$ cat config.mk
export PLATFORM = sky130hd
export DESIGN_NAME = stat_irq_agg
export DESIGN_NICKNAME = d
export VERILOG_FILES = /design/src/rtl/stat_irq_pkg.sv /design/src/rtl/sia_sync2.sv /design/src/rtl/sia_chg_track.sv /design/src/rtl/sia_regif.sv /design/src/rtl/stat_irq_agg.sv
export SDC_FILE = /design/constraint.sdc
export NUM_CORES = 1
export LEC_CHECK = 0
export BUFFER_PORTS_ARGS = -buffer_cell sky130_fd_sc_hd__buf_2
export CORE_MARGIN = 1
export CORE_UTILIZATION = 42
export CTS_CLUSTER_DIAMETER = 50
export DETAILED_ROUTE_END_ITERATION = 7
export SLEW_MARGIN = 20
export SYNTH_ARGS = -nofsm -noshare
export SYNTH_HDL_FRONTEND = slang
export SYNTH_HIERARCHICAL = 1
export SYNTH_SLANG_ARGS = --single-unit
export TNS_END_PERCENT = 10
$ cat constraint.sdc
create_clock -name clk -period 1.5 [get_ports clk]
set_input_delay 0.3 -clock clk [delete_from_list [all_inputs] [get_ports clk]]
set_output_delay 0.3 -clock clk [all_outputs]
set_load 0.01 [all_outputs]
$ cat src/rtl/stat_irq_pkg.sv
package stat_irq_pkg;
  timeunit 1ns; timeprecision 1ps;

  localparam int unsigned NGRP = 2;
  localparam int unsigned GRP_LOS = 0;
  localparam int unsigned GRP_DRV = 1;

  localparam logic [7:0] A_LOS_EN = 8'h06;
  localparam logic [7:0] A_DRV_EN = 8'h07;
  localparam logic [7:0] A_LOS_FL = 8'h08;
  localparam logic [7:0] A_DRV_FL = 8'h09;
  localparam logic [7:0] A_SRST   = 8'h0A;

  // Cycles after reset before the synchronizer and the previous-value
  // register both hold real input samples.
  localparam int unsigned FILL_CYCLES = 3;

  typedef enum logic [2:0] {
    SEL_NONE,
    SEL_LOS_EN,
    SEL_DRV_EN,
    SEL_LOS_FL,
    SEL_DRV_FL,
    SEL_SRST
  } reg_sel_e;
endpackage

$ cat src/rtl/sia_sync2.sv
module sia_sync2 #(
  parameter int unsigned W = 8
) (
  input  logic         clk,
  input  logic         rst_n,
  input  logic [W-1:0] d,
  output logic [W-1:0] q
);
  timeunit 1ns; timeprecision 1ps;

  logic [W-1:0] meta;

  always_ff @(posedge clk or negedge rst_n) begin
    if (!rst_n) begin
      meta <= '0;
      q    <= '0;
    end else begin
      meta <= d;
      q    <= meta;
    end
  end
endmodule

$ cat src/rtl/sia_chg_track.sv
module sia_chg_track #(
  parameter int unsigned CH = 8
) (
  input  logic          clk,
  input  logic          rst_n,
  input  logic          armed,
  input  logic          srst,
  input  logic [CH-1:0] stat,
  input  logic [CH-1:0] clr,
  output logic [CH-1:0] flags
);
  timeunit 1ns; timeprecision 1ps;

  logic [CH-1:0] prev;
  logic [CH-1:0] chg;

  always_ff @(posedge clk or negedge rst_n) begin
    if (!rst_n) prev <= '0;
    else        prev <= stat;
  end

  for (genvar b = 0; b < CH; b++) begin : g_bit
    assign chg[b] = armed & (stat[b] ^ prev[b]);

    always_ff @(posedge clk or negedge rst_n) begin
      if (!rst_n)             flags[b] <= 1'b0;
      else if (srst)          flags[b] <= 1'b0;
      else if (chg[b])        flags[b] <= 1'b1;
      else if (clr[b])        flags[b] <= 1'b0;
    end
  end

  p_change_sets_r1: assert property (@(posedge clk) disable iff (!rst_n)
    (!srst && chg != '0) |=> ((flags & $past(chg)) == $past(chg)));

  p_sticky_r2: assert property (@(posedge clk) disable iff (!rst_n)
    (!srst && clr == '0) |=> ((flags & $past(flags)) == $past(flags)));

  p_clear_r3: assert property (@(posedge clk) disable iff (!rst_n)
    (!srst && chg == '0 && clr != '0) |=> ((flags & $past(clr)) == '0));

  p_collide_r4: assert property (@(posedge clk) disable iff (!rst_n)
    (!srst && (chg & clr) != '0) |=> ((flags & $past(chg & clr)) == $past(chg & clr)));

  p_srst_flags_r8: assert property (@(posedge clk) disable iff (!rst_n)
    srst |=> (flags == '0));

  p_quiet_start_r9: assert property (@(posedge clk) disable iff (!rst_n)
    !armed |-> (flags == '0));
endmodule

$ cat src/rtl/sia_regif.sv
module sia_regif
  import stat_irq_pkg::*;
#(
  parameter int unsigned AW = 8,
  parameter int unsigned CH = 8
) (
  input  logic          clk,
  input  logic          rst_n,
  input  logic [AW-1:0] addr,
  input  logic [CH-1:0] wdata,
  input  logic          wr_en,
  input  logic          rd_en,
  input  logic [CH-1:0] los_flags,
  input  logic [CH-1:0] drv_flags,
  output logic [CH-1:0] los_en,
  output logic [CH-1:0] drv_en,
  output logic [CH-1:0] los_clr,
  output logic [CH-1:0] drv_clr,
  output logic          srst,
  output logic [CH-1:0] rdata
);
  timeunit 1ns; timeprecision 1ps;

  reg_sel_e sel;

  always_comb begin
    if      (addr == AW'(A_LOS_EN)) sel = SEL_LOS_EN;
    else if (addr == AW'(A_DRV_EN)) sel = SEL_DRV_EN;
    else if (addr == AW'(A_LOS_FL)) sel = SEL_LOS_FL;
    else if (addr == AW'(A_DRV_FL)) sel = SEL_DRV_FL;
    else if (addr == AW'(A_SRST))   sel = SEL_SRST;
    else                            sel = SEL_NONE;
  end

  assign srst    = wr_en && (sel == SEL_SRST);
  assign los_clr = (wr_en && sel == SEL_LOS_FL) ? wdata : '0;
  assign drv_clr = (wr_en && sel == SEL_DRV_FL) ? wdata : '0;

  always_ff @(posedge clk or negedge rst_n) begin
    if (!rst_n) begin
      los_en <= '0;
      drv_en <= '0;
    end else if (srst) begin
      los_en <= '0;
      drv_en <= '0;
    end else if (wr_en) begin
      if (sel == SEL_LOS_EN) los_en <= wdata;
      if (sel == SEL_DRV_EN) drv_en <= wdata;
    end
  end

  always_comb begin
    rdata = '0;
    if (rd_en) begin
      unique case (sel)
        SEL_LOS_EN: rdata = los_en;
        SEL_DRV_EN: rdata = drv_en;
        SEL_LOS_FL: rdata = los_flags;
        SEL_DRV_FL: rdata = drv_flags;
        default:    rdata = '0;
      endcase
    end
  end

  p_en_store_r7: assert property (@(posedge clk) disable iff (!rst_n)
    (wr_en && sel == SEL_LOS_EN) |=> (los_en == $past(wdata)));

  p_srst_en_r8: assert property (@(posedge clk) disable iff (!rst_n)
    srst |=> (los_en == '0 && drv_en == '0));

  p_idle_bus_r10: assert property (@(posedge clk) disable iff (!rst_n)
    !rd_en |-> (rdata == '0));

  p_unmapped_wr_r10: assert property (@(posedge clk) disable iff (!rst_n)
    (wr_en && sel == SEL_NONE) |=> $stable(los_en) && $stable(drv_en));
endmodule

$ cat src/rtl/stat_irq_agg.sv
module stat_irq_agg
  import stat_irq_pkg::*;
#(
  parameter int unsigned CH = 8,
  parameter int unsigned AW = 8
) (
  input  logic          clk,
  input  logic          rst_n,
  input  logic [CH-1:0] los_stat_i,
  input  logic [CH-1:0] drv_stat_i,
  input  logic [AW-1:0] addr,
  input  logic [CH-1:0] wdata,
  input  logic          wr_en,
  input  logic          rd_en,
  output logic [CH-1:0] rdata,
  output logic          irq_n
);
  timeunit 1ns; timeprecision 1ps;

  localparam int unsigned FW = $clog2(FILL_CYCLES + 1);

  logic [NGRP-1:0][CH-1:0] stat_raw, stat_s, grp_clr, grp_flags, grp_en;
  logic [FW-1:0]           fill;
  logic                    armed;
  logic                    srst;

  always_ff @(posedge clk or negedge rst_n) begin
    if (!rst_n)     fill <= '0;
    else if (!armed) fill <= fill + 1'b1;
  end
  assign armed = (fill == FW'(FILL_CYCLES));

  assign stat_raw[GRP_LOS] = los_stat_i;
  assign stat_raw[GRP_DRV] = drv_stat_i;

  for (genvar g = 0; g < NGRP; g++) begin : g_grp
    sia_sync2 #(.W(CH)) u_sync (
      .clk  (clk),
      .rst_n(rst_n),
      .d    (stat_raw[g]),
      .q    (stat_s[g])
    );

    sia_chg_track #(.CH(CH)) u_track (
      .clk  (clk),
      .rst_n(rst_n),
      .armed(armed),
      .srst (srst),
      .stat (stat_s[g]),
      .clr  (grp_clr[g]),
      .flags(grp_flags[g])
    );
  end

  sia_regif #(.AW(AW), .CH(CH)) u_regif (
    .clk      (clk),
    .rst_n    (rst_n),
    .addr     (addr),
    .wdata    (wdata),
    .wr_en    (wr_en),
    .rd_en    (rd_en),
    .los_flags(grp_flags[GRP_LOS]),
    .drv_flags(grp_flags[GRP_DRV]),
    .los_en   (grp_en[GRP_LOS]),
    .drv_en   (grp_en[GRP_DRV]),
    .los_clr  (grp_clr[GRP_LOS]),
    .drv_clr  (grp_clr[GRP_DRV]),
    .srst     (srst),
    .rdata    (rdata)
  );

  assign irq_n = ~(|(grp_flags[GRP_LOS] & grp_en[GRP_LOS]) |
                   |(grp_flags[GRP_DRV] & grp_en[GRP_DRV]));

  p_irq_idle_r5: assert property (@(posedge clk) disable iff (!rst_n)
    (grp_en == '0) |-> irq_n);

  p_irq_quiet_flags_r6: assert property (@(posedge clk) disable iff (!rst_n)
    (grp_flags == '0) |-> irq_n);
endmodule

# ---- After elaboration in Yosys (flattened, before gate mapping)
# Index checks and enable logic that the tools add are counted.
dict set report word_totals {
  regBits 82
}
dict set report classes {
  addsub 1
  eq_ne 11
  n_mux 63
  bitwise 36
  reduce_logical 26
}
# op count
set ops {}
lappend ops {{8-bit 2-to-1 mux} 9}
lappend ops {{1-bit 2-to-1 mux} 48}
lappend ops {{3-bit nonzero test} 16}
lappend ops {{8-bit case mux with 4 select lines} 1}
lappend ops {{8-bit by 4-bit equality test with 1-bit output, second input constant} 3}
lappend ops {{1-bit bitwise AND} 16}
lappend ops {{8-bit bitwise AND} 2}
lappend ops {{8-bit by 3-bit equality test with 1-bit output, second input constant} 2}
lappend ops {{8-bit OR reduction} 2}
lappend ops {{1-bit XOR} 16}
lappend ops {{3-bit 2-to-1 mux} 5}
lappend ops {{3-bit by 2-bit equality test with 1-bit output, second input constant} 2}
lappend ops {{3-bit equality test, second input constant} 2}
lappend ops {{2-bit nonzero test} 3}
lappend ops {{2-bit AND reduction} 2}
lappend ops {{3-bit by 1-bit equality test with 1-bit output, second input constant} 1}
lappend ops {{1-bit logical AND} 3}
lappend ops {{2-bit by 1-bit adder with 2-bit output, second input constant} 1}
lappend ops {{2-bit equality test, second input constant} 1}
lappend ops {{1-bit inverter} 1}
lappend ops {{1-bit OR} 1}

# ---- Depth between registers and ports, before layout
dict set report logic_depth {
  depth_word 12
  depth_mapped 7
  ltp_nobuf 5
}

# ---- Modules after synthesis
# The synthesis kept the hierarchy.
# module n_inst cells_each area_each_um2 seq_area_each_um2
set modules_own_cells {}
lappend modules_own_cells {sia_regif 1 129 1253.7 400.4}
lappend modules_own_cells {sia_chg_track 2 43 606.8 400.4}
lappend modules_own_cells {sia_sync2 2 16 400.4 400.4}
lappend modules_own_cells {stat_irq_agg 1 14 186.4 50.0}

# ---- Worst setup path before layout
# Ideal clock, no wire load.
dict set report synth_path {
  kind {input to register}
  from {input port addr[5]}
  to {register g_grp[0].u_track.flags[0]}
  setup_ns 0.121
  t_arrival_ns 1.855
  slack_ns -0.476
  cell_stages 6
  path_buffers 2
  cell_sequence {or4_4 > nor4_1 > buf_6 > nor2b_4 > buf_6 > a22o_1}
}
dict set report synth_via {
  word_cells_on_any_way 17
  classes_between {eq/ne (7); mux (7); reduce/logical (3)}
}
# item line_no
set synth_rtl {}
lappend synth_rtl {{start: declaration} stat_irq_agg.sv:11} ;# input logic [AW-1:0] addr,
lappend synth_rtl {{8-bit by 4-bit equality test with 1-bit output} sia_regif.sv:31} ;# else if (addr == AW'(A_SRST)) sel = SEL_SRST;
lappend synth_rtl {{3-bit 2-to-1 mux} sia_regif.sv:31}
lappend synth_rtl {{3-bit 2-to-1 mux} sia_regif.sv:30} ;# else if (addr == AW'(A_DRV_FL)) sel = SEL_DRV_FL;
lappend synth_rtl {{3-bit 2-to-1 mux} sia_regif.sv:29} ;# else if (addr == AW'(A_LOS_FL)) sel = SEL_LOS_FL;
lappend synth_rtl {{3-bit 2-to-1 mux} sia_regif.sv:28} ;# else if (addr == AW'(A_DRV_EN)) sel = SEL_DRV_EN;
lappend synth_rtl {{3-bit 2-to-1 mux (*)} sia_regif.sv:27} ;# if (addr == AW'(A_LOS_EN)) sel = SEL_LOS_EN;
lappend synth_rtl {{3-bit equality test (*)} sia_regif.sv:35} ;# assign srst = wr_en && (sel == SEL_SRST);
lappend synth_rtl {{1-bit logical AND (*)} sia_regif.sv:35}
lappend synth_rtl {{net srst} stat_irq_agg.sv:25} ;# logic srst;
lappend synth_rtl {{3-bit nonzero test (no line) / 1-bit 2-to-1 mux (equally long branches)} -}
lappend synth_rtl {{end signal: indexed assignment} sia_chg_track.sv:27} ;# else if (srst) flags[b] <= 1'b0;
lappend synth_rtl {{end signal: indexed assignment} sia_chg_track.sv:28} ;# else if (chg[b]) flags[b] <= 1'b1;
lappend synth_rtl {{end signal: indexed assignment} sia_chg_track.sv:29} ;# else if (clr[b]) flags[b] <= 1'b0;
lappend synth_rtl {{end: declaration} sia_chg_track.sv:10} ;# output logic [CH-1:0] flags
# The timed path passes the listed nets; every way through them passes the cells marked *.
# A chain may end at the register's enable or synchronous reset.

# ---- Worst setup path in the final report
dict set report layout_path {
  from {register g_grp[1].u_track.flags[0]}
  to {output port rdata[0]}
}
dict set report layout_via {
  elab_chain_cells 2
}
# item line_no
set layout_rtl {}
lappend layout_rtl {{start: declaration} sia_chg_track.sv:10}
lappend layout_rtl {{start signal: indexed assignment} sia_chg_track.sv:26} ;# if (!rst_n) flags[b] <= 1'b0;
lappend layout_rtl {{start signal: indexed assignment} sia_chg_track.sv:27}
lappend layout_rtl {{start signal: indexed assignment} sia_chg_track.sv:28}
lappend layout_rtl {{8-bit case mux with 4 select lines} sia_regif.sv:55} ;# unique case (sel)
lappend layout_rtl {{8-bit 2-to-1 mux} sia_regif.sv:54} ;# if (rd_en) begin
lappend layout_rtl {{end: declaration} stat_irq_agg.sv:15} ;# output logic [CH-1:0] rdata,
# No other way between the ends.

==> impl_metrics.toml <==
[clock_network]
cts_sinks = 82
cts_root_buffer = "clkbuf_8"
cts.clk_slew.worst_paths_ns = 0.08
insertion_delay_ns = 0.35
cts_tree = "done"
tritoncts.num_buffers = 9
htreeDepth = 3
cts_max_path_buffers = 2

[final_layout]
fin_util_pct = 57.1
nNetsFinal = 381
fin_area_mm2 = 0.00448
nFillCells = 683
drive_above_1_share_pct = 37.4
area_delta_synth_final_pct = 29.7
n_antenna_cell = 0

[sta]
final_max_slew_viol_count = 0
fin_crit_sh_pct = 128
max_slew_margin_pct = 72.3
max_freq_mhz = 521
clock_skew_ns = 0.00568
whs_ns = 0.0522
worst_slack_ns = -0.421
tns_ns = -3.02
rsz0062_at_grt = "true"
period_minus_slack_ns = 1.92
tightest_slew_ns = 0.415
setup_viol = 17
finalHoldViolations = 0

[pwr]
ir_drop_mv = 0.659
p_clk_share_pct = 38.4
comb_power_share_pct = 8.4
p_int_mw = 3.41
switching_share_pct = 22.8
p_seq_share_pct = 53.2
p_leak_nw = 1.96
power.switching_mw = 1.00
power_density_mw_per_mm2 = 984

[global_routing]
first_global_vias = 2399
grt_start_max_net_pins = 35
grtUsageTotal_pct = 18.9
grt_overflow = 0
grt_pass1_wl_um = 12200
grt_antenna_before_repair = 0

[min_path]
hold_start = "drv_stat_i[3]"
hold_path_class = "in -> reg"

[critical_path]
r2r_start = "fill[0]"
arrival_ns = 1.62
path_max_fanout = 3
worst_ep_required_time_ns = 1.20
start_kind = "flop"
critPathCaptureType = "primary output"
startpoint = "g_grp[1].u_track/flags[0]"
crit_type = "reg -> out"

[routing]
drc_errors = 0
drtIter0Drc = 87
vias_per_cell = 5.38
wirelength_um = 7470
antenna_left = 0
wl_per_cell_um = 16.6
firstDrtPassIters = 4
vias = 2419

[placement]
hpwl_um = 5370
io_buffer_count = 44
place.gp.congestion = 0.828
dp_slack_ns = -0.413
place_area_mm2 = 0.00404

[logic_synthesis]
synthCells = 261
ys_seq_elements = 82
synth_top_cell_area_share_pct = 59.4
synth_top_area_cell = "dfrtp_1"
synth_fp_nets = 298
ys_types = 33
yosysWarnings = 6
syn_area_per_cell_um2 = 13.2
ys_seq_area_share_pct = 59.4
syn_area_mm2 = 0.00345
yosys-top-cells-area = "dfrtp_1 59%, a22o_1 9.1%, xor2_1 4.3%"

[outcome]
violations = "setup timing"
status = "finished, violations left"

[floorplanning]
die_width_um = 92.7
ios = 45
die-area_mm2 = 0.00859
start_util_pct = 44.0
fp.dieH_um = 92.7
num_rows = 32
core_area_mm2 = 0.00785

[flow_run]
maxCapViolCount = 0
==> cells in the final DEF (no fill, tap or decap), types with 4 or more instances in the layout <==
cell type	count
and4b_1	8
nand3_2	4
and2_1	16
a31oi_4	4
nor2_1	16
xor2_1	17
buf_6	5
a221oi_2	4
a22o_1	36
buf_2	40
nand3_1	12
nor4bb_1	6
buf_4	39
o211ai_1	9
dfrtp_1	82
clkbuf_8	9
==> state kept, by name, summed over array words and instances (netlist names) <==
name,cells
fill,2
g_grp.u_track/prev,16
u_regif/drv_en,8
u_regif/los_en,8
g_grp.u_sync/q,16
g_grp.u_track/flags,16
g_grp.u_sync/meta,16
==> synthesized netlist by cell type (all sizes together) <==
library cell,instances
a221oi,4
a22o,36
a31oi,8
and2,16
and3,1
and3b,2
and4,2
and4b,8
buf,11
clkbuf,6
dfrtp,82
ha,1
inv,1
mux2,1
nand3,16
nand3b,1
nand4,1
nor2,16
nor2b,3
nor3b,2
nor4,3
nor4b,2
nor4bb,9
o2111ai,1
o211ai,9
or4,1
xnor2,1
xor2,17
==> power groups by stage <==
stage	Combinational (mW)	Clock [mW]	Sequential, mW
final	0.372	1.69	2.34
after global routing	0.409	1.83	2.35
after CTS	0.357	1.75	2.35
after detailed placement	0.352	0	2.39
after global placement	0.350	0	2.39
after floorplan	0.154	0	2.38
==> timing repair <==
item	4_1_cts	5_1_grt
setup endpoints to repair	25	33
cloned	0	1
gates resized for setup	0	22
pin swaps	8	10
setup buffers	1	4
hold buffers	1	0
hold endpoints to repair	28	0
==> final timing paths <==
| path | end | cells after the start | slack (ns) |
|---|---|---|---|
| worst min-delay path | g_grp[1].u_sync/meta[3] | 1 | 0.05 |
| worst max register to register | g_grp[0].u_track/flags[0] | 3 | 0.32 |
| worst min register to register | g_grp[1].u_sync/q[0] | 0 | 0.35 |
| min in group asynchronous | g_grp[0].u_sync/meta[7] | 2 | 0.42 |
| max in group asynchronous | g_grp[0].u_track/flags[5] | 3 | 0.48 |
| worst max-delay path | rdata[0] | 4 | -0.42 |
==> per-stage QoR <==
stage / std cells / power [mW]
after floorplan: 261 / 2.53
after global placement: 428 / 2.74
after detailed placement: 428 / 2.74
after CTS: 445 / 4.45
after global routing: 450 / 4.60
final: 450 / 4.41
==> per-layer routing <==
metal | global-route usage (%) | share of wire (%)
met2 | 28.5 | 47
met3 | 3.78 | 5.0
met1 | 26.9 | 46
met5 | 0 | 0
met4 | 7.31 | 1.6
==> logic make-up (layout without fill, tap and decap cells) <==
logic type | after synthesis | count (layout) | share of synthesized area [%]
XOR/XNOR | 18 | 18 | 4.56
buffers and inverters | 18 | 105 | 3.15
AO/OA/AOI/OAI | 58 | 58 | 14.7
AND/OR/NAND/NOR | 83 | 83 | 17.5
adder cells (fa/ha/maj) | 1 | 1 | 0.362
flip-flops | 82 | 82 | 59.4
multiplexers | 1 | 1 | 0.326
==> final cells by class <==
cell class | instances | area (um2) | area share (%)
multi-input cells | 161 | 1440 | 32.1
repair buffers | 89 | 644 | 14.4
inverters | 1 | 3.75 | 0.0838
well taps | 102 | 128 | 2.85
flip-flops and latches | 82 | 2050 | 45.8
clock inverters | 6 | 91.3 | 2.04
clock buffers | 9 | 124 | 2.76
==> critical path, cell delays in order (launching register included) <==
cell	delay, ns
dfrtp_1	0.44
nor4bb_1	0.36
o211ai_1	0.18
a31oi_4	0.15
buf_2	0.15
No activity file was read; power rests on OpenSTA's default activity.
